`src/rtl/p2i_pkg.sv`:
```
// Shared types for the progressive-to-interlaced converter.
package p2i_pkg;

    // Frame-level control state.
    //   ST_SEEK  : no frame in progress, waiting for a start-of-packet sample
    //   ST_PASS  : inside a frame, selecting rows by parity
    //   ST_FLUSH : frame size reached, discarding surplus samples until end-of-packet
    //   ST_PAD   : early end-of-packet on a discarded row, emitting one filler sample
    typedef enum logic [1:0] {
        ST_SEEK  = 2'd0,
        ST_PASS  = 2'd1,
        ST_FLUSH = 2'd2,
        ST_PAD   = 2'd3
    } p2i_state_e;

endpackage

```
`src/rtl/p2i_raster_cnt.sv`:
```
// Raster position tracker.
// Tracks column and row of the sample on the input port. While seeking, it
// uses the configuration ports directly and captures them when the first
// sample is taken. Reports whether the current row is carried in the given
// field parity, whether the current sample is the last of the frame, and
// whether it is the last pixel of the last carried row.
// Assumes width >= 1 and height >= 2; the counters are cleared at frame end.
module p2i_raster_cnt #(
    parameter int WB = 13,
    parameter int HB = 13
) (
    input  logic          clk,
    input  logic          rst_n,
    input  logic          seeking,
    input  logic          adv,
    input  logic          clr,
    input  logic          field,
    input  logic [WB-1:0] cfg_w,
    input  logic [HB-1:0] cfg_h,
    output logic          keep,
    output logic          last_pix,
    output logic          field_end
);

    logic [WB-1:0] col_q, lat_w, eff_w;
    logic [HB-1:0] row_q, lat_h, eff_h;
    logic [WB:0]   col_nx;
    logic [HB:0]   row_nx, row_n2;
    logic          col_last, row_last, tail_row;

    // Frame geometry in force: live ports before the frame, captured values during it.
    assign eff_w = seeking ? cfg_w : lat_w;
    assign eff_h = seeking ? cfg_h : lat_h;

    // Position arithmetic one bit wider so the comparisons cannot wrap.
    assign col_nx = {1'b0, col_q} + {{WB{1'b0}}, 1'b1};
    assign row_nx = {1'b0, row_q} + {{HB{1'b0}}, 1'b1};
    assign row_n2 = {1'b0, row_q} + {{(HB-1){1'b0}}, 2'b10};

    assign col_last  = (col_nx == {1'b0, eff_w});
    assign row_last  = (row_nx == {1'b0, eff_h});
    assign tail_row  = (row_n2 >= {1'b0, eff_h});

    assign keep      = (row_q[0] == field);
    assign last_pix  = col_last & row_last;
    assign field_end = keep & col_last & tail_row;

    // Capture the geometry when the first sample of a frame is taken.
    always_ff @(posedge clk) begin
        if (!rst_n) begin
            lat_w <= '0;
            lat_h <= '0;
        end else if (seeking && adv) begin
            lat_w <= cfg_w;
            lat_h <= cfg_h;
        end
    end

    // Advance the raster position per taken sample; restart at frame end.
    always_ff @(posedge clk) begin
        if (!rst_n) begin
            col_q <= '0;
            row_q <= '0;
        end else if (clr) begin
            col_q <= '0;
            row_q <= '0;
        end else if (adv) begin
            if (col_last) begin
                col_q <= '0;
                row_q <= row_nx[HB-1:0];
            end else begin
                col_q <= col_nx[WB-1:0];
            end
        end
    end

endmodule

```
`src/rtl/p2i_frame_ctrl.sv`:
```
// Frame controller.
// Decides per input sample whether it is taken as a frame pixel, forwarded or
// dropped. It generates the input ready and the load strobe of the output
// register, repairs long and short packets, and owns the field parity.
// Assumes the output register accepts a load only when slot_free is high.
module p2i_frame_ctrl
    import p2i_pkg::*;
(
    input  logic       clk,
    input  logic       rst_n,
    input  logic       in_valid,
    input  logic       in_sop,
    input  logic       in_eop,
    input  logic       keep,
    input  logic       last_pix,
    input  logic       field_end,
    input  logic       slot_free,
    output logic       in_ready,
    output logic       adv,
    output logic       clr,
    output logic       seeking,
    output logic       load,
    output logic       ld_sop,
    output logic       ld_eop,
    output logic       ld_pad,
    output logic       field,
    output p2i_state_e state
);

    p2i_state_e st_q, st_d;
    logic       field_q, started_q, closed_q;
    logic       take, fire, pad_need, pad_go, done;

    // Per-sample decisions and next state.
    always_comb begin
        take     = ((st_q == ST_SEEK) && in_sop) || (st_q == ST_PASS);
        in_ready = 1'b1;
        if (st_q == ST_PAD) begin
            in_ready = 1'b0;
        end else if (take && keep) begin
            in_ready = slot_free;
        end
        fire     = in_valid && in_ready;
        adv      = fire && take;
        pad_need = adv && in_eop && !last_pix && !keep && !closed_q;
        pad_go   = (st_q == ST_PAD) && slot_free;
        load     = (adv && keep) || pad_go;
        ld_pad   = (st_q == ST_PAD);
        ld_sop   = !started_q;
        ld_eop   = ld_pad || field_end || in_eop;
        done     = (adv && (last_pix || in_eop) && !pad_need) || pad_go;

        st_d = st_q;
        case (st_q)
            ST_SEEK, ST_PASS: begin
                if (adv) begin
                    if (last_pix) begin
                        st_d = in_eop ? ST_SEEK : ST_FLUSH;
                    end else if (in_eop) begin
                        st_d = pad_need ? ST_PAD : ST_SEEK;
                    end else begin
                        st_d = ST_PASS;
                    end
                end
            end
            ST_FLUSH: begin
                if (fire && in_eop) begin
                    st_d = ST_SEEK;
                end
            end
            ST_PAD: begin
                if (slot_free) begin
                    st_d = ST_SEEK;
                end
            end
            default: st_d = ST_SEEK;
        endcase
    end

    // State, field parity and open/closed tracking of the current field.
    always_ff @(posedge clk) begin
        if (!rst_n) begin
            st_q      <= ST_SEEK;
            field_q   <= 1'b0;
            started_q <= 1'b0;
            closed_q  <= 1'b0;
        end else begin
            st_q <= st_d;
            if (done) begin
                field_q   <= ~field_q;
                started_q <= 1'b0;
                closed_q  <= 1'b0;
            end else if (load) begin
                started_q <= 1'b1;
                if (ld_eop) begin
                    closed_q <= 1'b1;
                end
            end
        end
    end

    assign clr     = done;
    assign seeking = (st_q == ST_SEEK);
    assign field   = field_q;
    assign state   = st_q;

endmodule

```
`src/rtl/p2i_out_reg.sv`:
```
// Output holding register.
// One stage between the selection logic and the downstream port. A load writes
// the sample (or a zero filler) and its flags; the register empties on a
// handshake. Assumes load is raised only while slot_free is high.
module p2i_out_reg #(
    parameter int DATA_W = 16
) (
    input  logic              clk,
    input  logic              rst_n,
    input  logic              load,
    input  logic [DATA_W-1:0] ld_data,
    input  logic              ld_sop,
    input  logic              ld_eop,
    input  logic              ld_field,
    input  logic              ld_pad,
    input  logic              out_ready,
    output logic              slot_free,
    output logic              out_valid,
    output logic [DATA_W-1:0] out_data,
    output logic              out_sop,
    output logic              out_eop,
    output logic              out_field
);

    assign slot_free = !out_valid || out_ready;

    // Hold the current output sample; refill or drain on the handshake.
    always_ff @(posedge clk) begin
        if (!rst_n) begin
            out_valid <= 1'b0;
            out_data  <= '0;
            out_sop   <= 1'b0;
            out_eop   <= 1'b0;
            out_field <= 1'b0;
        end else if (load) begin
            out_valid <= 1'b1;
            out_data  <= ld_pad ? '0 : ld_data;
            out_sop   <= ld_sop;
            out_eop   <= ld_eop;
            out_field <= ld_field;
        end else if (out_ready) begin
            out_valid <= 1'b0;
        end
    end

endmodule

```
`src/rtl/p2i_converter.sv`:
```
// Progressive-to-interlaced converter, top level.
// Turns each progressive input frame into one field by carrying rows whose
// parity matches the field and dropping the others. The parity swaps every
// frame. Long packets are trimmed and short ones are closed early.
// Assumes cfg_width >= 1 and cfg_height >= 2, stable while a frame starts.
module p2i_converter
    import p2i_pkg::*;
#(
    parameter int DATA_W = 16,
    parameter int MAX_W  = 4096,
    parameter int MAX_H  = 4096,
    localparam int WB    = $clog2(MAX_W + 1),
    localparam int HB    = $clog2(MAX_H + 1)
) (
    input  logic              clk,
    input  logic              rst_n,
    input  logic [WB-1:0]     cfg_width,
    input  logic [HB-1:0]     cfg_height,
    input  logic              in_valid,
    output logic              in_ready,
    input  logic [DATA_W-1:0] in_data,
    input  logic              in_sop,
    input  logic              in_eop,
    output logic              out_valid,
    input  logic              out_ready,
    output logic [DATA_W-1:0] out_data,
    output logic              out_sop,
    output logic              out_eop,
    output logic              out_field
);

    logic       keep_w, last_pix_w, field_end_w;
    logic       adv_w, clr_w, seeking_w, field_w;
    logic       load_w, ld_sop_w, ld_eop_w, ld_pad_w, slot_free_w;
    p2i_state_e state_w;

    p2i_raster_cnt #(
        .WB(WB),
        .HB(HB)
    ) raster_i (
        .clk       (clk),
        .rst_n     (rst_n),
        .seeking   (seeking_w),
        .adv       (adv_w),
        .clr       (clr_w),
        .field     (field_w),
        .cfg_w     (cfg_width),
        .cfg_h     (cfg_height),
        .keep      (keep_w),
        .last_pix  (last_pix_w),
        .field_end (field_end_w)
    );

    p2i_frame_ctrl ctrl_i (
        .clk       (clk),
        .rst_n     (rst_n),
        .in_valid  (in_valid),
        .in_sop    (in_sop),
        .in_eop    (in_eop),
        .keep      (keep_w),
        .last_pix  (last_pix_w),
        .field_end (field_end_w),
        .slot_free (slot_free_w),
        .in_ready  (in_ready),
        .adv       (adv_w),
        .clr       (clr_w),
        .seeking   (seeking_w),
        .load      (load_w),
        .ld_sop    (ld_sop_w),
        .ld_eop    (ld_eop_w),
        .ld_pad    (ld_pad_w),
        .field     (field_w),
        .state     (state_w)
    );

    p2i_out_reg #(
        .DATA_W(DATA_W)
    ) oreg_i (
        .clk       (clk),
        .rst_n     (rst_n),
        .load      (load_w),
        .ld_data   (in_data),
        .ld_sop    (ld_sop_w),
        .ld_eop    (ld_eop_w),
        .ld_field  (field_w),
        .ld_pad    (ld_pad_w),
        .out_ready (out_ready),
        .slot_free (slot_free_w),
        .out_valid (out_valid),
        .out_data  (out_data),
        .out_sop   (out_sop),
        .out_eop   (out_eop),
        .out_field (out_field)
    );

endmodule

```
`config.mk`:
```
export PLATFORM = sky130hd
export DESIGN_NAME = p2i_converter
export DESIGN_NICKNAME = d
export VERILOG_FILES = /design/src/rtl/p2i_pkg.sv /design/src/rtl/p2i_raster_cnt.sv /design/src/rtl/p2i_frame_ctrl.sv /design/src/rtl/p2i_out_reg.sv /design/src/rtl/p2i_converter.sv
export SDC_FILE = /design/constraint.sdc
export NUM_CORES = 1
export LEC_CHECK = 0
export BUFFER_PORTS_ARGS = -buffer_cell sky130_fd_sc_hd__buf_2
export CAP_MARGIN = 20
export CORE_UTILIZATION = 55
export CTS_BUF_LIST = sky130_fd_sc_hd__clkbuf_4 sky130_fd_sc_hd__clkbuf_8 sky130_fd_sc_hd__clkbuf_16
export DETAILED_ROUTE_END_ITERATION = 10
export PLACE_DENSITY_LB_ADDON = 0.12
export SYNTH_ARGS = -nofsm -noshare
export SYNTH_HDL_FRONTEND = slang
export SYNTH_SLANG_ARGS = --single-unit
```
`constraint.sdc`:
```
create_clock -name clk -period 4.8 [get_ports clk]
set_input_delay 0.48 -clock clk [delete_from_list [all_inputs] [get_ports clk]]
set_output_delay 0.48 -clock clk [all_outputs]
set_load 0.05 [all_outputs]
```
==> results of run 1 <==
Yosys cell counts, types with 7 or more instances:
| cell type | number | area (um^2) |
|---|---|---|
| buf_2 | 7 | 35.03 |
| or3_1 | 10 | 62.56 |
| o21a_1 | 14 | 105.1 |
| nor3_1 | 14 | 70.07 |
| xnor2_1 | 25 | 219.0 |
| or4_1 | 10 | 75.07 |
| ha_1 | 16 | 200.2 |
| nand4_1 | 12 | 75.07 |
| a21oi_1 | 38 | 190.2 |
| mux2i_1 | 17 | 170.2 |
| nor2_1 | 18 | 67.56 |
| nand3_1 | 40 | 200.2 |
| nand2_1 | 96 | 360.4 |
| nand4b_1 | 9 | 78.83 |
| xor2_1 | 9 | 78.83 |
| dfxtp_1 | 77 | 1541 |
| or2_2 | 7 | 43.79 |
| clkbuf_1 | 33 | 123.9 |
| o21ai_0 | 24 | 120.1 |
| o31ai_1 | 8 | 60.06 |
| a21boi_0 | 45 | 337.8 |
| a31oi_1 | 9 | 56.30 |
registers in the layout, indices dropped and copies added, names as in the netlist:
name,flops
raster_i.col_q,13
oreg_i.out_data,16
oreg_i.out_field,1
ctrl_i.field,1
ctrl_i.started_q,1
oreg_i.out_eop,1
oreg_i.out_valid,1
ctrl_i.state,2
ctrl_i.closed_q,1
oreg_i.out_sop,1
raster_i.lat_w,13
raster_i.lat_h,13
raster_i.row_q,13
final cells by class:
cell class	instances	share of cell area
Inverter	6	0.004039
Multi-Input combinational cell	506	0.5923
Timing Repair Buffer	71	0.06507
Clock buffer	9	0.02221
Sequential cell	77	0.2764
Clock inverter	7	0.01571
Tap cell	108	0.02423
power groups by stage:
stage	Sequential (uW)	Clock, uW	Combinational [uW]
3_3_place_gp	743	0	473
2_1_floorplan	773	0	337
3_5_place_dp	745	0	487
5_1_grt	739	578	540
4_1_cts	731	548	489
6_report	732	541	490
metrics by stage:
| step | setup slack (ps) | instance area, um^2 |
|---|---|---|
| after floorplan | 1880 | 5052 |
| after global placement | 1181 | 5365 |
| after detailed placement | 1041 | 5365 |
| after CTS | 1007 | 5577 |
| after global routing | 734.9 | 5577 |
| final | 992.3 | 5577 |
cells by family (layout without fill, tap and decap cells):
family          after synthesis  after routing  synth area share
buf+inv                      50             93           0.04334
simple gates                262            262            0.2781
xor+xnor                     35             35           0.06340
compound gates              174            174            0.2323
fa+ha+maj                    16             16           0.03962
flops                        77             77            0.3051
mux                          19             19           0.03814
worst min-delay path by stage:
stage | start | end | slack, ps | cells after the start
after global routing | in_data[3] | oreg_i.out_data[3]$_SDFFE_PN0P_ | 340 | 3
final | in_data[11] | oreg_i.out_data[11]$_SDFFE_PN0P_ | 350 | 3
after detailed placement | raster_i.lat_h[4]$_SDFFE_PN0P_ | raster_i.lat_h[4]$_SDFFE_PN0P_ | 460 | 2
after floorplan | raster_i.lat_h[9]$_SDFFE_PN0P_ | raster_i.lat_h[9]$_SDFFE_PN0P_ | 440 | 2
after CTS | in_data[8] | oreg_i.out_data[8]$_SDFFE_PN0P_ | 340 | 3
after global placement | raster_i.lat_h[3]$_SDFFE_PN0P_ | raster_i.lat_h[3]$_SDFFE_PN0P_ | 450 | 2
layer usage:
layer	up-vias	wire [um]
li1	2394	-
met1	2292	6057
met2	213	5909
met3	17	1210
met4	0	160
met5	-	0
critical path: stages, from the launching register on:
cell and delay [ps]:
dfxtp_1 990, nor2_8 250, mux2_2 350, ha_1 290
o21bai_1 160, nor4_1 280, and4_1 290, nand3_1 190
o31ai_4 670, o21ba_1 230
==> out/metrics.csv, run 1 <==
stage,metric,value,unit
logic_synthesis,synth_flop_cell,dfxtp_1,
route,drt_iter0_drc,290,
worst_setup_path,crit_path_end,raster_i.row_q[9]$_SDFFE_PP0P_,
route,wirelength,13340,um
timing,tightest_slew,1079,ps
place,place_congestion,0.9881,
place,hpwl,9572,um
final_layout,diodes,0,
timing,hold_viol,0,
route,drc,6,
grt,grt.total_usage,0.2893,
floorplanning,die_w,97.85,um
timing,grt_setup_unrepaired,false,
timing,tns,0,ps
final_layout,synthToLayoutAreaGrowth,10.38,%
floorplanning,die_h,97.85,um
worst_setup_path,timing.rr.start,ctrl_i.state[0]$_SDFFE_PN0P_,
final_layout,fillCellCount,803,
clock_network,post_cts_buffers,0,
route,viasPerCell,6.270,
pwr,p_clk_frac,0.307,
timing,period_needed,3808,ps
final_layout,final-seq-area,0.001541,mm^2
clock_network,cts_root_buffer,clkbuf_8,
timing,max_freq,0.2626,GHz
final_layout,layout_common_cells,"96 x nand2_1, 77 x dfxtp_1, 68 x buf_2",
grt,grt_overflow,0,
logic_synthesis,ys_async_sr_fraction,0,
grt,grtUsageMet3,0.07301,
worst_setup_path,start_kind,flip-flop,
final_layout,layout-drive-gt1-share,0.1598,
logic_synthesis,synth-edff-count,0,
pwr,total_leakage_power,0.002112,uW
floorplanning,start_util,0.5737,
worst_hold_path,hold_path_class,in2reg,
route,vias,4916,
logic_synthesis,avgSynthCellArea,7.982,um^2
grt,grtUsageMet2,0.4453,
pwr,vdd_drop_max,0.1875,mV
timing,clock_skew,7.917,ps
timing,period_share,0.7933,
timing,finalSetupViolCount,0,
timing,timing.hold.ws,348.4,ps
clock_network,cts_max_level,3,
final_layout,final_common_cell,nand2_1,
final_layout,num-nets-final,735,
pwr,power_density,316.1,mW/mm^2
logic_synthesis,syn_nets,697,
clock_network,clkLatencyLatePin,370,ps
clock_network,cts-hold-fix-buffers,0,
pwr,power_frac_comb,0.278,
worst_setup_path,reg2reg_to,raster_i.row_q[9]$_SDFFE_PP0P_,
run,max-cap-violations,0,
route,ant_nets,0,
final_layout,final_cells,784,
logic_synthesis,synth_seq_cells,77,
worst_setup_path,cp-end-kind,flip-flop,
pwr,p_switching,643.1,uW
worst_setup_path,r2r_setup_slack,990,ps
final_layout,multi_input_comb_area,0.003303,mm^2
floorplanning,coreArea,0.008806,mm^2
floorplanning,dieArea,0.009574,mm^2
worst_setup_path,crit_path_start,ctrl_i.state[0]$_SDFFE_PN0P_,
grt,grt_pass1_wl,22310,um
route,drt_first_pass_iters,8,
clock_network,cts.sinks,77,
logic_synthesis,yosys_warnings,0,
logic_synthesis,yosysSeqAreaShare,0.3051,
place,numPlacedInstances,768,
clock_network,cts_resized,0,
place,io_buffers,68,
outcome,violations,design-rule violations,
grt,grt_max_degree,57,
clock_network,cts_made_buffers,9,
logic_synthesis,syn_area,0.005052,mm^2
clock_network,cts_tree,yes,
clock_network,cts.path.max_buffers,2,
worst_setup_path,cp.arrival,4080,ps
worst_setup_path,worstPathRequired,5070,ps
logic_synthesis,ys_types,67,
worst_setup_path,rr_worst_depth,9,
pwr,p_total,1763,uW
clock_network,clk_pin_slew,100,ps
grt,antenna_found_initial,0,
floorplanning,ios,69,
route,wl_per_cell,17.01,um
grt,grt_pass1_vias,4538,
grt,grt_use_met1,0.3973,
grt,top_usage_layer,met2,
worst_setup_path,path_max_fanout,26,
timing,slew_headroom,0.2778,
outcome,outcome,"complete, but fails checks",
floorplanning,row_count,34,
pwr,switching_share,0.3648,
pwr,pwr-share-seq,0.415,
timing,final_max_slew_viol_count,0,
worst_setup_path,crit_type,reg2reg,
logic_synthesis,syn_inst,633,
final_layout,utilization,0.6333,
pwr,internal_power,1120,uW
Power figures use the tool's default switching activity.
==> run 2: changes to the inputs <==
ABC_AREA = 1   (was unset)
CORE_UTILIZATION = 53   (was 55)
clock period = 3.1 ns   (was 4.8 ns; I/O delays follow)
==> out/metrics.csv, run 2 <==
stage,metric,value,unit,change
logic_synthesis,ys_async_sr_fraction,0,,unchanged
final_layout,regMostFlops,oreg_i.out_data,,unchanged
final_layout,num-nets-final,922,,was 735
clock_network,clkLatencyLatePin,360,ps,was 370 ps
clock_network,cts_tree,yes,,unchanged
clock_network,cts_resized,0,,unchanged
clock_network,cts_made_buffers,9,,unchanged
run,max-cap-violations,0,,unchanged
final_layout,largest_reg_flops,16,,unchanged
final_layout,synthToLayoutAreaGrowth,12.46,%,was 10.38%
grt,grt.total_usage,0.2924,,was 0.2893
logic_synthesis,synth_flop_cell,dfxtp_1,,unchanged
logic_synthesis,synth-edff-count,0,,unchanged
timing,slew_headroom,0.6041,,was 0.2778
logic_synthesis,ys_types,39,,was 67
worst_setup_path,worstPathRequired,3380,ps,was 5070 ps
timing,period_share,0.9178,,was 0.7933
route,drc,0,,was 6
grt,grt_max_degree,38,,was 57
route,wl_per_cell,14.01,um,was 17.01 um
grt,grt_pass1_vias,4951,,"was 4,538"
route,ant_nets,0,,unchanged
pwr,power_density,427.1,mW/mm^2,was 316.1 mW/mm^2
floorplanning,dieArea,0.009770,mm^2,was 0.009574 mm^2
worst_setup_path,start_kind,flip-flop,,unchanged
timing,timing.hold.ws,198.9,ps,was 348.4 ps
timing,period_needed,2845,ps,was 3808 ps
timing,grt_setup_unrepaired,false,,unchanged
floorplanning,die_w,98.85,um,was 97.85 um
final_layout,final_common_cell,nand2_1,,unchanged
grt,antenna_found_initial,0,,unchanged
place,hpwl,10230,um,was 9572 um
logic_synthesis,synth.most_common_cell,nand2_1,,unchanged
worst_setup_path,crit_type,reg2reg,,unchanged
floorplanning,die_h,98.85,um,was 97.85 um
clock_network,cts_root_buffer,clkbuf_8,,unchanged
timing,clock_skew,9.454,ps,was 7.917 ps
pwr,total_leakage_power,0.002571,uW,was 0.002112 uW
floorplanning,ios,69,,unchanged
final_layout,layout_common_cells,"234 x nand2_1, 91 x inv_1, 80 x a21oi_1",,"was 96 x nand2_1, 77 x dfxtp_1, 68 x buf_2"
timing,finalSetupViolCount,0,,unchanged
timing,max_freq,0.3515,GHz,was 0.2626 GHz
floorplanning,coreArea,0.008891,mm^2,was 0.008806 mm^2
worst_setup_path,r2r_setup_slack,250,ps,was 990 ps
logic_synthesis,syn_nets,862,,was 697
logic_synthesis,synth_top_area_share,0.3101,,was 0.3051
place,dpl_cell_area,0.005363,mm^2,was 0.005365 mm^2
logic_synthesis,yosysTopAreaCell,dfxtp_1,,unchanged
clock_network,post_cts_buffers,0,,unchanged
logic_synthesis,synth_seq_cells,77,,unchanged
route,viasPerCell,5.492,,was 6.270
route,drt_iter0_drc,344,,was 290
final_layout,fillCellCount,868,,was 803
worst_setup_path,path_max_fanout,7,,was 26
clock_network,cts_max_level,3,,unchanged
final_layout,utilization,0.6288,,was 0.6333
logic_synthesis,avgSynthCellArea,6.229,um^2,was 7.982 um^2
worst_setup_path,cp.arrival,3130,ps,was 4080 ps
timing,final_max_slew_viol_count,0,,unchanged
final_layout,design_area,0.005590,mm^2,was 0.005577 mm^2
floorplanning,start_util,0.5591,,was 0.5737
logic_synthesis,synth_common_cells,"234 x nand2_1, 91 x inv_1, 80 x a21oi_1, 77 x dfxtp_1, 73 x nor2_1",,"was 96 x nand2_1, 77 x dfxtp_1, 45 x a21boi_0, 40 x nand3_1, 38 x a21oi_1"
grt,grt_pass1_wl,23020,um,"was 22,310 um"
place,place_congestion,0.9746,,was 0.9881
timing,hold_viol,0,,unchanged
worst_setup_path,cp-end-kind,flip-flop,,unchanged
logic_synthesis,yosys_warnings,0,,unchanged
clock_network,cts.path.max_buffers,2,,unchanged
grt,grt_overflow,0,,unchanged
final_layout,layout-drive-gt1-share,0.1367,,was 0.1598
clock_network,cts.sinks,77,,unchanged
logic_synthesis,syn_inst,798,,was 633
timing,tns,0,ps,unchanged
clock_network,cts-hold-fix-buffers,0,,unchanged
route,drt_first_pass_iters,5,,was 8
worst_hold_path,hold_path_class,in2reg,,unchanged
place,io_buffers,68,,unchanged
logic_synthesis,synth.area.top_cells,"dfxtp_1 31%, nand2_1 18%, a21oi_1 8.1%, nand3_1 7.2%, inv_1 6.9%",,"was dfxtp_1 31%, nand2_1 7.1%, a21boi_0 6.7%, xnor2_1 4.3%, ha_1 4.0%"
route,vias,5333,,"was 4,916"
timing,tightest_slew,587.6,ps,was 1079 ps
floorplanning,row_count,34,,unchanged
logic_synthesis,yosysSeqAreaShare,0.3101,,was 0.3051
route,wirelength,13610,um,"was 13,340 um"
pwr,vdd_drop_max,0.3242,mV,was 0.1875 mV
outcome,outcome,"finished, final reports clean",,"was complete, but fails checks"
logic_synthesis,syn_area,0.004971,mm^2,was 0.005052 mm^2
final_layout,diodes,0,,unchanged
clock_network,clk_pin_slew,90,ps,was 100 ps
run 2: changes by cell type in the layout (fill, tap and decap cells not counted), sizes merged, moves of 10 or more:
| cell | change |
|---|---|
| mux2i | -17 |
| o21ai | +21 |
| nor2 | +60 |
| or3 | -10 |
| nand2 | +140 |
| a21oi | +42 |
| inv | +83 |
| nand3 | +33 |
| a21boi | -45 |
| xnor2 | -20 |
| or4 | -10 |
| o21a | -13 |
run 2: kinds of logic (layout without fill, tap and decap cells):
logic type	count (synthesis)	in the layout	synth area share
simple gates	421	421	0.3627
fa+ha+maj	16	16	0.04027
buf+inv	126	191	0.1052
flops	77	77	0.3101
xor+xnor	17	17	0.02995
compound gates	141	141	0.1518
run 2: where the power goes:
part | switching (uW) | internal (uW) | total, uW
clock | 425 | 472 | 896
sequential | 22.7 | 1040 | 1060
combinational | 295 | 137 | 432
total | 742 | 1650 | 2390
run 2: area by class of cell:
class	instances	area, um^2	share of cell area
Inverter	97	364.1	0.06513
Sequential cell	77	1541	0.2757
Tap cell	108	135.1	0.02417
Clock inverter	6	96.34	0.01723
Clock buffer	10	131.4	0.02350
Timing Repair Buffer	78	415.4	0.07431
Multi-Input combinational cell	595	2907	0.5199
run 2: metrics by stage:
step                worst slack (ps)  cells  power [uW]
detailed placement             309.8    955        1507
floorplan                      803.5    798        1383
global route                   21.93    971        2497
global placement               317.0    955        1497
finish                         254.7    971        2388
CTS                            268.7    971        2390
run 2: critical path, cell delays in order (launching register included):
cell,delay [ps]
dfxtp_1,470
nand2_1,110
nor3_1,350
nor3b_1,420
nand2_1,120
xor2_1,170
ha_1,300
inv_1,50
o211ai_1,210
a21oi_1,70
nand3_1,90
nand4_1,130
nand2_1,90
nand2_1,60
a21oi_1,140
run 2: path summary, 6_finish.rpt:
check	endpoint	startpoint	depth (start not counted)
worst max register to register	ctrl_i.closed_q$_SDFFE_PP0P_	raster_i.row_q[3]$_SDFFE_PP0P_	14
worst min-delay path	raster_i.lat_h[0]$_SDFFE_PN0P_	cfg_height[0]	3
worst max-delay path	ctrl_i.closed_q$_SDFFE_PP0P_	raster_i.row_q[3]$_SDFFE_PP0P_	14
worst min register to register	oreg_i.out_sop$_SDFFE_PN0P_	ctrl_i.started_q$_SDFFE_PP0P_	1
run 2: routing by layer:
layer	GRT usage	vias up	share of wire
li1	-	2697	-
met1	0.3995	2417	0.46
met2	0.4766	205	0.46
met3	0.04184	14	0.075
met4	0.09185	0	0.011
met5	0	-	0
